--- src/rtl/mash_mod_pkg.sv ---
// Shared types for the noise-shaping modulus generator.
// Assumes: offsets fit a 4-bit signed value (range -3..+4).
package mash_mod_pkg;
    typedef logic signed [3:0] shaped_off_t;

    typedef enum logic {
        ORDER_THREE = 1'b0,
        ORDER_ONE   = 1'b1
    } order_e;
endpackage

--- src/rtl/mash_accum.sv ---
// One wrapping accumulator stage of the cascade.
// Exposes its next sum and carry combinationally, so the following stage
// can chain on the updated sum within the same tick.
// Assumes: tick is a single-cycle strobe; reset is synchronous, active low.
module mash_accum #(
    parameter int W = 16
) (
    input  logic         clk,
    input  logic         rst_n,
    input  logic         tick,
    input  logic [W-1:0] addend_i,
    output logic [W-1:0] sum_next_o,
    output logic         carry_o
);
    logic [W-1:0] sum_q;
    logic [W:0]   wide;

    // Widened add: the top bit is the wrap carry.
    always_comb begin
        wide       = {1'b0, sum_q} + {1'b0, addend_i};
        sum_next_o = wide[W-1:0];
        carry_o    = wide[W];
    end

    // Sum register advances only on a tick.
    always_ff @(posedge clk) begin
        if (!rst_n)    sum_q <= '0;
        else if (tick) sum_q <= sum_next_o;
    end

    // a zero addend leaves the stored sum unchanged.
    p_zero_addend_hold_r4: assert property (@(posedge clk) disable iff (!rst_n)
        (tick && addend_i == '0) |=> (sum_q == $past(sum_q)));

    // no tick, no change.
    p_sum_hold_r6: assert property (@(posedge clk) disable iff (!rst_n)
        !tick |=> $stable(sum_q));
endmodule

--- src/rtl/mash_combiner.sv ---
// Differentiation network: merges the three stage carries into a
// (1 - z^-1)^3 shaped signed offset, or passes the first carry alone in
// first-order mode. Carry delays advance on every tick in both modes.
// Assumes: carries are valid in the cycle tick is high.
module mash_combiner
    import mash_mod_pkg::*;
(
    input  logic        clk,
    input  logic        rst_n,
    input  logic        tick,
    input  order_e      order,
    input  logic [2:0]  carries_i,
    output shaped_off_t off_q
);
    logic        c2_d1;
    logic        c3_d1;
    logic        c3_d2;
    shaped_off_t full_off;
    shaped_off_t next_off;

    // Third-order sum of differenced carries, and the mode select.
    always_comb begin
        full_off = $signed({3'b000, carries_i[0]})
                 + $signed({3'b000, carries_i[1]}) - $signed({3'b000, c2_d1})
                 + $signed({3'b000, carries_i[2]}) - $signed({2'b00, c3_d1, 1'b0})
                 + $signed({3'b000, c3_d2});
        next_off = (order == ORDER_ONE) ? $signed({3'b000, carries_i[0]}) : full_off;
    end

    // Offset register and carry delay line, all advanced by the tick.
    always_ff @(posedge clk) begin
        if (!rst_n) begin
            off_q <= '0;
            c2_d1 <= 1'b0;
            c3_d1 <= 1'b0;
            c3_d2 <= 1'b0;
        end else if (tick) begin
            off_q <= next_off;
            c2_d1 <= carries_i[1];
            c3_d1 <= carries_i[2];
            c3_d2 <= c3_d1;
        end
    end

    // shaped offset never leaves -3..+4.
    p_offset_range_r3: assert property (@(posedge clk) disable iff (!rst_n)
        (off_q >= -4'sd3) && (off_q <= 4'sd4));

    // first-order ticks yield 0 or 1 only.
    p_first_order_binary_r2: assert property (@(posedge clk) disable iff (!rst_n)
        (tick && order == ORDER_ONE) |=> (off_q == 4'sd0 || off_q == 4'sd1));

    // offset holds between ticks.
    p_offset_hold_r6: assert property (@(posedge clk) disable iff (!rst_n)
        !tick |=> $stable(off_q));
endmodule

--- src/rtl/mash3_frac_modulator.sv ---
// Top level: three chained accumulators, the carry combiner, and the
// output adder forming base + signed offset for the divider.
// Assumes: base_i >= 3, so the modulus stays non-negative; tick_i is one
// cycle wide per reference period.
module mash3_frac_modulator
    import mash_mod_pkg::*;
#(
    parameter int FRAC_W = 16,
    parameter int INT_W  = 8
) (
    input  logic              clk,
    input  logic              rst_n,
    input  logic              tick_i,
    input  logic [FRAC_W-1:0] frac_i,
    input  logic [INT_W-1:0]  base_i,
    input  logic              order_one_i,
    output logic [INT_W:0]    modulus_o
);
    localparam int STAGES = 3;
    localparam int SUM_W  = INT_W + 2;

    logic [FRAC_W-1:0] stage_in  [STAGES];
    logic [FRAC_W-1:0] stage_sum [STAGES];
    logic [STAGES-1:0] stage_carry;
    shaped_off_t       off_q;
    logic signed [SUM_W-1:0] total;

    // Cascade: stage 0 adds K, each later stage adds its neighbour's new sum.
    for (genvar g = 0; g < STAGES; g++) begin : g_stage
        if (g == 0) begin : g_head
            assign stage_in[g] = frac_i;
        end else begin : g_tail
            assign stage_in[g] = stage_sum[g-1];
        end
        mash_accum #(.W(FRAC_W)) accum_i (
            .clk        (clk),
            .rst_n      (rst_n),
            .tick       (tick_i),
            .addend_i   (stage_in[g]),
            .sum_next_o (stage_sum[g]),
            .carry_o    (stage_carry[g])
        );
    end

    mash_combiner comb_i (
        .clk       (clk),
        .rst_n     (rst_n),
        .tick      (tick_i),
        .order     (order_e'(order_one_i)),
        .carries_i (stage_carry),
        .off_q     (off_q)
    );

    // Output adder: base plus sign-extended offset.
    always_comb begin
        total     = $signed({2'b00, base_i}) + $signed({{(SUM_W-4){off_q[3]}}, off_q});
        modulus_o = total[INT_W:0];
    end
endmodule

--- config.mk ---
export PLATFORM = sky130hd
export DESIGN_NAME = mash3_frac_modulator
export DESIGN_NICKNAME = d
export VERILOG_FILES = /design/src/rtl/mash_mod_pkg.sv /design/src/rtl/mash_accum.sv /design/src/rtl/mash_combiner.sv /design/src/rtl/mash3_frac_modulator.sv
export SDC_FILE = /design/constraint.sdc
export NUM_CORES = 1
export LEC_CHECK = 0
export ABC_AREA = 1
export ABC_CLOCK_PERIOD_IN_PS = 4800
export BUFFER_PORTS_ARGS = -buffer_cell sky130_fd_sc_hd__clkbuf_2
export CORE_AREA = 2 2 119 92
export DETAILED_ROUTE_END_ITERATION = 8
export DIE_AREA = 0 0 121 94
export HOLD_SLACK_MARGIN = 0.05
export PLACE_DENSITY = 0.83
export SETUP_SLACK_MARGIN = 0.2
export SLEW_MARGIN = 15
export SYNTH_ARGS = -nofsm -noshare
export SYNTH_HDL_FRONTEND = slang
export SYNTH_HIERARCHICAL = 1
export SYNTH_SLANG_ARGS = --single-unit
export TNS_END_PERCENT = 20
--- constraint.sdc ---
create_clock -name clk -period 4.8 [get_ports clk]
set_input_delay 0.96 -clock clk [delete_from_list [all_inputs] [get_ports clk]]
set_output_delay 0.96 -clock clk [all_outputs]
set_load 0.01 [all_outputs]
# --- Word level (Yosys, flattened, before mapping) ---
# Index checks and enable logic that the tools add are counted.
word_totals:
  mem_bits_rw: 0
  output_inout_bits: 9
  word_cells: 17
  rom_bits: 0
  latch_bits: 0
  memories: 0
  in_bits: 28
  register_bits: 55
op_classes:
  order_cmp: 0
  mul: 0
  muxes: 1
  shifts: 0
  n_addsub: 9
  n_div: 0
  n_reduce_logical: 0
  bitwise: 0
  eq_ne: 0
ops:
  columns: ["cell", "n"]
  rows:
  - ["adder 16 x 16 -> 17 bit", 3]
  - ["adder 9 x 4 -> 9 bit", 1]
  - ["adder 4 x 2 -> 4 bit", 2]
  - ["two-way mux 4 bit", 1]
  - ["subtractor 4 x 2 -> 4 bit", 1]
  - ["subtractor 4 x 3 -> 4 bit", 1]
  - ["adder 1 x 1 -> 2 bit", 1]

# --- Logic depth before layout (Yosys ltp) ---
# Gate-level depths: netlist of the first run.
depth:
  word_depth: 8
  ltp_mapped: 34

# --- Cells and area by module ---
# The synthesis of the first run kept the hierarchy.
modules_own_cells:
  columns: ["module", "instances", "area_per_inst_um2", "cells_each"]
  rows:
  - ["mash_accum", 3, 1620.3, 278]
  - ["mash_combiner", 1, 460.4, 59]
  - ["mash3_frac_modulator", 1, 389.1, 70]

# --- Least setup slack after synthesis of the first run ---
# No wires, ideal clock.
synth_path:
  path_kind: "input to register"
  startpoint: "input frac_i[0]"
  endpoint: "register comb_i.off_q[1]"
  slack_ps: -90
  required_ps: 4736
  setup_time_ps: 64
  arrival_ps: 4826
  stages: 30
  cell_sequence: "ha_1 fa_1 nand2_1 nand2_1 and2_4 nand2_2 nand2_2 xnor2_2 inv_1 ha_1 nand2_1 inv_1 nand2_1 nand2_1 inv_1 nand2_1 nand2_1 nand2_1 ha_1 nand2_1 nor2_1 nand3_1 nand3_2 nand4_1 nand2_1 inv_1 fa_1 ha_1 o21a_1 nor2_1"
synth_rtl:
  columns: ["item", "line", "rtl"]
  rows:
  - ["from (decl)", "mash3_frac_modulator.sv:14", "input logic [FRAC_W-1:0] frac_i,"]
  - ["to (signal assigned)", "mash_combiner.sv:38", "off_q <= next_off;"]
  - ["to (decl)", "mash_combiner.sv:13", "output shaped_off_t off_q"]

==> metrics.md, run 1 <==
| Metric | Value |
|---|---|
| Initial antenna violation count | `0` |
| Pleak | `4.23 nW` |
| H-Tree Depth | `2` |
| Core box area | `slightly above 10,000 µm²` |
| Setup crit end kind | `register` |
| Hold Path Cell Cnt | `2` |
| Share of layout cells above drive strength 1 | `25.4%` |
| DIE AREA | `11,400 µm²` |
| Syn Area/Cell | `5.95 µm²` |
| Slowest stage delay, CP | `~400 ps` |
| Worst slew margin | `between 60% and 70%` |
| R2R depth | `32` |
| Critical Path AT | `around 5000 ps` |
| Placed Cells | `1,177` |
| Crit-path slowest cell | `fa_2` |
| Setup TNS | `0 ps` |
| Final #Nets | `approximately 1,200` |
| RePlAce Congestion | `0.896` |
| Hold Buf Count CTS | `0` |
| Pin count of the biggest net entering global routing | `63` |
| Vias in the first global route | `5,871` |
| Max FO, Critical Path | `4` |
| Unrepaired setup endpoints after global routing | `true` |
| Die width | `121 µm` |
| Critical path class | `input port to register` |
| Worst-skew pair later-pin latency | `300 ps` |
| Fmax | `211 MHz` |
| Top cell by count, worst path | `nand2_2` |
| Row count | `32` |
| First-pass GRT wire length | `25,100 µm` |
| Worst EP required | `5040 ps` |
| Final hold vios | `0` |
| Clock skew | `4.78 ps` |
| Most frequent cells in the layout | `247 x nand2_1, 181 x inv_1, 126 x nor2_1` |
| Setup Viol. Count Final | `0` |
| Clock Path Buffers | `2` |
| Port bufs | `36` |
| Initial core utilization | `56.1%` |
| CTS root buffer | `clkbuf_16` |
| Most common cell after layout, fill and taps aside | `nand2_1` |
| First-pass detailed-route iteration total | `5` |
| Routed Antenna Nets | `0` |
| Post-detailed-routing wire length | `roughly 16,000 µm` |
| Status | `finished, final reports clean` |
| Max-Cap Viols | `0` |
| PD cells | `roughly 600 nW/µm²` |
| DPL Wire Length | `10,700 µm` |
| Reg clk slew, reported paths | `70 ps` |
| Die Span Y | `94 µm` |
| Syn nets | `roughly 1,100` |
| VDD IR max | `approximately 0.00042 V` |
| Crit share post-route | `around 100%` |
| Hold slack | `around 500 ps` |
| Netlist Area Pre-Place | `5680 µm²` |
| Gate Count Post-Synth | `955` |
| Grt total ovfl | `0` |
| Area delta synth->final | `26.8%` |
| CP startpoint kind | `input port` |
| Gr usage total | `26.8%` |
| Worst min-delay path class | `register to register` |
| Num CTS Buffers | `5` |
| CTS tree | `done` |
| Slew Limit Fails | `0` |
| Via count | `6,160` |
| Avg WL per Cell | `13.4 µm` |
| Worst Tran Pin Value | `approximately 590 ps` |
| 1st-iter DRT viols | `510` |
| I/O Pins | `37` |
| # clock sinks | `55` |
| Drt drc | `0` |
| Minimum clock period | `around 4700 ps` |
| Number of inserted diodes | `0` |
| Warnings from Yosys | `6` |
| Via density per instance | `between 5 and 6` |
| Finished Layout Cells | `1,194` |
==> flip-flops by register name (all words and copies together) (netlist names) <==
| signal | cells |
|---|---|
| comb_i/c3_d1 | 1 |
| comb_i/c2_d1 | 1 |
| comb_i/c3_d2 | 1 |
| g_stage.accum_i/sum_q | 48 |
| comb_i/off_q | 4 |
==> stage by stage <==
step	worst slack (ps)	instance area, µm²	utilization, %	total power [mW]
final	68.5	7200	71.1	4.26
after global routing	-124	7200	71.1	4.63
after detailed placement	-278	6500	64.2	3.27
after global placement	-203	6500	64.2	3.19
after floorplan	203	5780	-	2.44
after CTS	203	6810	67.2	3.82
==> critical path: cells and delay by family <==
family	cells	cell delay, ps
simple gates	19	1530
xor+xnor	1	190
fa+ha+maj	6	1710
compound gates	1	160
buf+inv	6	420
==> power by group <==
part	internal, mW	leakage (nW)	total, mW	switching (mW)
clock	0.244	0.0769	0.418	0.174
combinational	1.40	3.70	3.21	1.81
sequential	0.558	0.457	0.638	0.0801
total	2.20	4.23	4.26	2.06
==> worst paths after layout <==
path | from | end | slack [ps]
max | frac_i[0] | comb_i/off_q[1] | 70
min | comb_i/off_q[0] | comb_i/off_q[0] | 500
max reg2reg | g_stage[0].accum_i/sum_q[0] | comb_i/off_q[1] | 470
min reg2reg | comb_i/off_q[0] | comb_i/off_q[0] | 500
==> layer usage <==
layer	wire length, µm	GRT usage, %
met5	0	0
met4	277	5.81
met3	1210	3.64
met2	7480	46.0
met1	6970	35.8
==> area by class of cell <==
class                   count  area (µm²)
clock buffers               6         129
clock inverters             1        30.0
fillers                   793        2930
inverters                 198         746
multi-input cells         689        4280
flip-flops and latches     55        1100
well taps                 136         170
repair buffers            109         747
==> timing repair <==
item / 4_1_cts / 5_1_grt
endpoints found under the setup margin: 4 / 5
pin swaps: 7 / 52
setup buffers: 2 / 8
cloned: 0 / 0
gates resized for setup: 27 / 84
Power figures use the tool's default switching activity.
==> run 2: changes to the inputs <==
ABC_CLOCK_PERIOD_IN_PS = 5940   (was 4800)
CORE_AREA = 2 2 110 85   (was 2 2 119 92)
DIE_AREA = 0 0 112 87   (was 0 0 121 94)
PLACE_DENSITY = 0.91   (was 0.83)
clock period = 5.94 ns   (was 4.8 ns; I/O delays follow)
==> metrics.md, run 2 (synthesized netlist as in run 1, its figures left out) <==
| Metric | Value |
|---|---|
| Clock Path Buffers | `2 (unchanged)` |
| Worst min-delay path class | `register to register` |
| Die width | `112 µm (-7.4%)` |
| Pleak | `3.81 nW (-9.8%)` |
| Row count | `30 (-6.3%)` |
| First-pass detailed-route iteration total | `5 (unchanged)` |
| Crit path buffers/inverters | `3 (-3)` |
| Worst slack at placement | `343 ps (+621 ps)` |
| Clock power share | `11.4% (+1.6 points)` |
| Switching part of the total | `51.3% (+3.0 points)` |
| Vias in the first global route | `5,094 (-13%)` |
| Final instance area | `6060 µm² (-16%)` |
| Largest regs | `g_stage.accum_i/sum_q (48), comb_i/off_q (4)` |
| Routed Antenna Nets | `0 (unchanged)` |
| RePlAce Congestion | `0.933 (+4.1%)` |
| # clock sinks | `55 (unchanged)` |
| Status | `finished, final reports clean` |
| R2r setup slk | `1280 ps (+810 ps)` |
| Worst-skew pair later-pin latency | `300 ps (about the same)` |
| Worst slew margin | `40.0% (-21 points)` |
| VDD IR max | `0.000416 V (-2.2%)` |
| Number of flip-flops in the largest register | `48 (unchanged)` |
| Num CTS Buffers | `5 (unchanged)` |
| Net switching power | `1.32 mW (-36%)` |
| Slew Limit Fails | `0 (unchanged)` |
| Worst EP required | `6170 ps (+1130 ps)` |
| Grt total ovfl | `0 (unchanged)` |
| Number of inserted diodes | `0 (unchanged)` |
| Area delta synth->final | `6.63%` |
| Delay-heaviest family, CP | `adder cells` |
| Die Span Y | `87 µm (-7.4%)` |
| Top cell by count, worst path | `nand2_1` |
| Critical Path AT | `5570 ps (+600 ps)` |
| Avg WL per Cell | `11.6 µm (-13%)` |
| Port bufs | `36 (unchanged)` |
| Gr usage total | `27.0% (+0.24 points)` |
| Reg clk slew, reported paths | `60 ps (about the same)` |
| PD cells | `425 nW/µm² (-28%)` |
| Fmax | `187 MHz` |
| Initial antenna violation count | `0 (unchanged)` |
| Crit share post-route | `89.9%` |
| Via density per instance | `5.07 (-1.8%)` |
| Post-detailed-routing wire length | `12,700 µm (-20%)` |
| Area after DPL | `5900 µm² (-9.3%)` |
| Worst Tran Pin Value | `900 ps (+314 ps)` |
| Minimum clock period | `around 5300 ps` |
| Final hold vios | `0 (unchanged)` |
| Pin count of the biggest net entering global routing | `85 (+35%)` |
| Most common cell after layout, fill and taps aside | `nand2_1` |
| Combinational power share | `69.1% (-6.1 points)` |
| Max-Cap Viols | `0 (unchanged)` |
| 1st-iter DRT viols | `464 (-9.0%)` |
| I/O Pins | `37 (unchanged)` |
| Final #Nets | `1,082 (-6.2%)` |
| Setup TNS | `0 ps (unchanged)` |
| CTS root buffer | `clkbuf_16` |
| Sequential Power Share | `19.5% (+4.5 points)` |
| Pwr Total | `2.57 mW (-40%)` |
| Most frequent cells in the layout | `292 x nand2_1, 193 x inv_1, 132 x nor2_1` |
| Max FO, Critical Path | `5 (+1)` |
| DPL Wire Length | `9700 µm (-9.1%)` |
| Internal power | `1.25 mW (-43%)` |
| Unrepaired setup endpoints after global routing | `false` |
| Core box area | `8780 µm² (-13%)` |
| Crit-path slowest cell | `fa_1` |
| Setup Viol. Count Final | `0 (unchanged)` |
| Slowest stage delay, CP | `440 ps (+40 ps)` |
| Top reg by flops | `g_stage.accum_i/sum_q` |
| Setup crit end kind | `register` |
| CTS tree | `done` |
| M1 GR Usage | `38.2% (+2.4 points)` |
| DIE AREA | `9740 µm² (-14%)` |
| Initial core utilization | `64.7% (+8.6 points)` |
| Share of layout cells above drive strength 1 | `9.52% (-16 points)` |
| Via count | `5,569 (-9.6%)` |
| Most used routing layer | `met2` |
| CP startpoint kind | `input port` |
| Drt drc | `0 (unchanged)` |
| First-pass GRT wire length | `22,000 µm (-12%)` |
| Met2 global-route usage | `43.1% (-2.9 points)` |
| Critical path class | `input port to register` |
| Worst Setup Slack, final | `602 ps (+534 ps)` |
| GR Layer Usage met3 | `5.29% (+1.6 points)` |
| FILL cells | `784 (-1.1%)` |
| Clock skew | `10.8 ps (+6.00 ps)` |
| H-Tree Depth | `2 (unchanged)` |
run 2: changes by cell type in the layout (fill, tap and decap cells not counted), sizes merged:
cell / change
bufinv: -1
clkbuf: +1
buf: -73
clkinvlp: +1
clkinv: +1
run 2: area by class of cell:
class                           instances  area [µm²]  area share, %
Tap cell                              112         140           2.31
Inverter                              198         746           12.3
Timing Repair Buffer                   37         188           3.10
Multi-Input combinational cell        689        3740           61.8
Sequential cell                        55        1100           18.2
Clock inverter                          2        12.5          0.207
Clock buffer                            6         129           2.13
run 2: final timing paths:
kind,startpoint,to,depth (start not counted)
max,frac_i[0],comb_i/off_q[1],29
min,comb_i/off_q[0],comb_i/off_q[0],2
max reg2reg,g_stage[0].accum_i/sum_q[0],comb_i/off_q[1],28
min reg2reg,comb_i/off_q[0],comb_i/off_q[0],2
run 2: per-stage QoR:
step	cells	hold slack, ps	utilization [%]
after floorplan	955	447	-
after global placement	1091	463	67.1
after detailed placement	1091	466	67.1
after CTS	1099	476	68.7
after global routing	1099	495	69.0
final	1099	482	69.0
run 2: worst register-to-register path: cells and delay by family, from the launching register on:
kind / cells / cell delay (ps)
flops: 1 / 320
simple gates: 17 / 1550
buf+inv: 2 / 130
xor+xnor: 1 / 190
compound gates: 2 / 340
fa+ha+maj: 6 / 2030
run 2: power by group through the flow:
stage	Combinational (mW)	Sequential [mW]	Clock, mW
floorplan	1.39	0.494	0
global placement	1.66	0.504	0
detailed placement	1.70	0.507	0
CTS	1.73	0.500	0.300
global route	2.02	0.510	0.315
finish	1.78	0.501	0.294
run 2: layer usage:
layer | wire length (µm) | share of wire, %
met1 | 6220 | 49
met2 | 5360 | 42
met3 | 972 | 7.6
met4 | 150 | 1.2
met5 | 0 | 0
run 2: repair_timing:
action | in CTS | in global routing
hold buffers | 0 | 0
buffers inserted | 0 | 0
resized for setup | 0 | 4
endpoints found under the setup margin | 0 | 3
==> run 3: changes to the inputs <==
ABC_CLOCK_PERIOD_IN_PS = 5550   (was 5940)
CORE_AREA = 2 2 113 88   (was 2 2 110 85)
DIE_AREA = 0 0 115 90   (was 0 0 112 87)
PLACE_DENSITY = 0.86   (was 0.91)
clock period = 5.55 ns   (was 5.94 ns; I/O delays follow)
==> metrics.md, run 3 (synthesized netlist as in run 1, its figures left out) <==
| Metric | Value |
|---|---|
| Die width | `115 µm (+2.7%)` |
| Via density per instance | `5.02 (-1.0%)` |
| Util after Layout | `67.0% (-1.9 points)` |
| First-pass GRT wire length | `21,500 µm (-2.2%)` |
| Area delta synth->final | `9.85%` |
| Fmax | `197 MHz` |
| Final hold vios | `0 (unchanged)` |
| Initial core utilization | `61.0% (-3.7 points)` |
| DIE AREA | `10,400 µm² (+6.2%)` |
| Avg WL per Cell | `11.5 µm (-0.39%)` |
| Die Span Y | `90 µm (+3.4%)` |
| Reg clk slew, reported paths | `60 ps (about the same)` |
| Max FO, Critical Path | `4 (-1)` |
| Routed Antenna Nets | `0 (unchanged)` |
| Clock Path Buffers | `2 (unchanged)` |
| Slew Limit Fails | `0 (unchanged)` |
| Worst-skew pair later-pin latency | `290 ps (about the same)` |
| R2r setup slk | `1050 ps (-230 ps)` |
| Hold Path End | `comb_i/off_q[0]` |
| Slowest stage delay, CP | `440 ps (about the same)` |
| Grt total ovfl | `0 (unchanged)` |
| I/O Pins | `37 (unchanged)` |
| Hold Path Cell Cnt | `2 (unchanged)` |
| R2R depth | `27 (-3.6%)` |
| Top cell by count, worst path | `nand2_1` |
| Critical path class | `input port to register` |
| Worst Setup Slack, final | `466 ps (-136 ps)` |
| Num CTS Buffers | `5 (unchanged)` |
| Worst slew margin | `61.9% (+22 points)` |
| Number of inserted diodes | `0 (unchanged)` |
| Setup crit end kind | `register` |
| CTS tree | `done` |
| Hold Buf Count CTS | `0 (unchanged)` |
| Port bufs | `36 (unchanged)` |
| Final #Nets | `1,086 (+0.37%)` |
| Status | `finished, final reports clean` |
| Pin count of the biggest net entering global routing | `39 (-54%)` |
| Crit-path slowest cell | `fa_1` |
| # clock sinks | `55 (unchanged)` |
| CP startpoint kind | `input port` |
| Initial antenna violation count | `0 (unchanged)` |
| First-pass detailed-route iteration total | `5 (unchanged)` |
| Max-Cap Viols | `0 (unchanged)` |
| Worst min-delay path class | `register to register` |
| Top reg by flops | `g_stage.accum_i/sum_q` |
| Largest regs | `g_stage.accum_i/sum_q (48), comb_i/off_q (4)` |
| Setup Viol. Count Final | `0 (unchanged)` |
| RePlAce Congestion | `0.910 (-2.5%)` |
| Drt drc | `0 (unchanged)` |
| Unrepaired setup endpoints after global routing | `false` |
| H-Tree Depth | `2 (unchanged)` |
| Minimum clock period | `5080 ps` |
| Post-detailed-routing wire length | `12,700 µm (+0.15%)` |
| Most common cell after layout, fill and taps aside | `nand2_1` |
| Row count | `31 (+3.3%)` |
| Clock skew | `6.96 ps (-3.82 ps)` |
| Crit share post-route | `roughly nine tenths` |
| VDD IR max | `0.000305 V (-27%)` |
| Via count | `5,542 (-0.48%)` |
| Most frequent cells in the layout | `288 x nand2_1, 193 x inv_1, 132 x nor2_1` |
| Setup TNS | `0 ps (unchanged)` |
| Worst EP required | `5780 ps (-390 ps)` |
| Delay-heaviest family, CP | `adder cells` |
| Core box area | `9310 µm² (+6.0%)` |
| Vias in the first global route | `5,037 (-1.1%)` |
| Crit path buffers/inverters | `6 (+3)` |
| Worst Tran Pin Value | `572 ps (-329 ps)` |
| Gr usage total | `25.0% (-2.1 points)` |
| PD cells | `462 nW/µm² (+8.6%)` |
| Critical Path AT | `5320 ps (-250 ps)` |
| R2r endpoint | `comb_i/off_q[1]` |
| Share of layout cells above drive strength 1 | `11.6% (+2.1 points)` |
| Hold_sp | `comb_i/off_q[0]` |
| CTS root buffer | `clkbuf_16` |
| DPL Wire Length | `9470 µm (-2.4%)` |
| Number of flip-flops in the largest register | `48 (unchanged)` |
| Final instance area | `6240 µm² (+3.0%)` |
| Area after DPL | `5920 µm² (+0.45%)` |
| Pleak | `3.84 nW (+0.69%)` |
| FF-to-FF Start | `g_stage[0].accum_i/sum_q[6]` |
| 1st-iter DRT viols | `465 (+0.22%)` |
| Worst slack at placement | `77.3 ps (-266 ps)` |
## run 3: what timing repair did
item	4_1_cts	5_1_grt
resized for setup	0	23
setup buffers	0	1
setup endpoints to repair	0	4
## run 3: worst max path at each step
stage / startpoint / end / cells past startpoint
finish: frac_i[6] / comb_i/off_q[1] / 28
global route: frac_i[0] / comb_i/off_q[1] / 29
CTS: frac_i[0] / comb_i/off_q[1] / 29
detailed placement: frac_i[0] / comb_i/off_q[1] / 29
global placement: frac_i[0] / comb_i/off_q[1] / 29
floorplan: frac_i[0] / comb_i/off_q[1] / 30
## run 3: area by class of cell
type | count | area (µm²)
clock buffer | 6 | 129
clock inverter | 1 | 30.0
fill | 810 | 3070
inverter | 198 | 746
multi-input combinational | 689 | 3870
sequential | 55 | 1100
tap | 115 | 144
timing repair buffer | 41 | 218
## run 3: routing by layer
| metal | vias up | global-route usage (%) | part of all wire [%] | wire length, µm |
|---|---|---|---|---|
| li1 | 2948 | - | - | - |
| met1 | 2370 | 36.4 | 49 | 6230 |
| met2 | 204 | 38.6 | 42 | 5370 |
| met3 | 20 | 4.52 | 8.0 | 1020 |
| met4 | 0 | 4.62 | 0.82 | 104 |
| met5 | - | 0 | 0 | 0 |
## run 3: metrics by stage
step           hold slack [ps]  instances  total power [mW]
2_1_floorplan              447        955              2.02
5_1_grt                    494       1105              3.19
6_report                   473       1105              2.88
4_1_cts                    476       1104              2.75
3_3_place_gp               463       1097              2.35
3_5_place_dp               466       1097              2.37
## run 3: power by group
group | switching [mW] | total [mW] | internal (mW)
Combinational | 1.23 | 1.99 | 0.759
Sequential | 0.0601 | 0.543 | 0.483
Clock | 0.141 | 0.351 | 0.211
## run 3: tightest hold or removal path, cell delays in order, from the launching register on
cell and delay [ps]:
dfxtp_1 310, nand2_1 60, a21oi_1 50
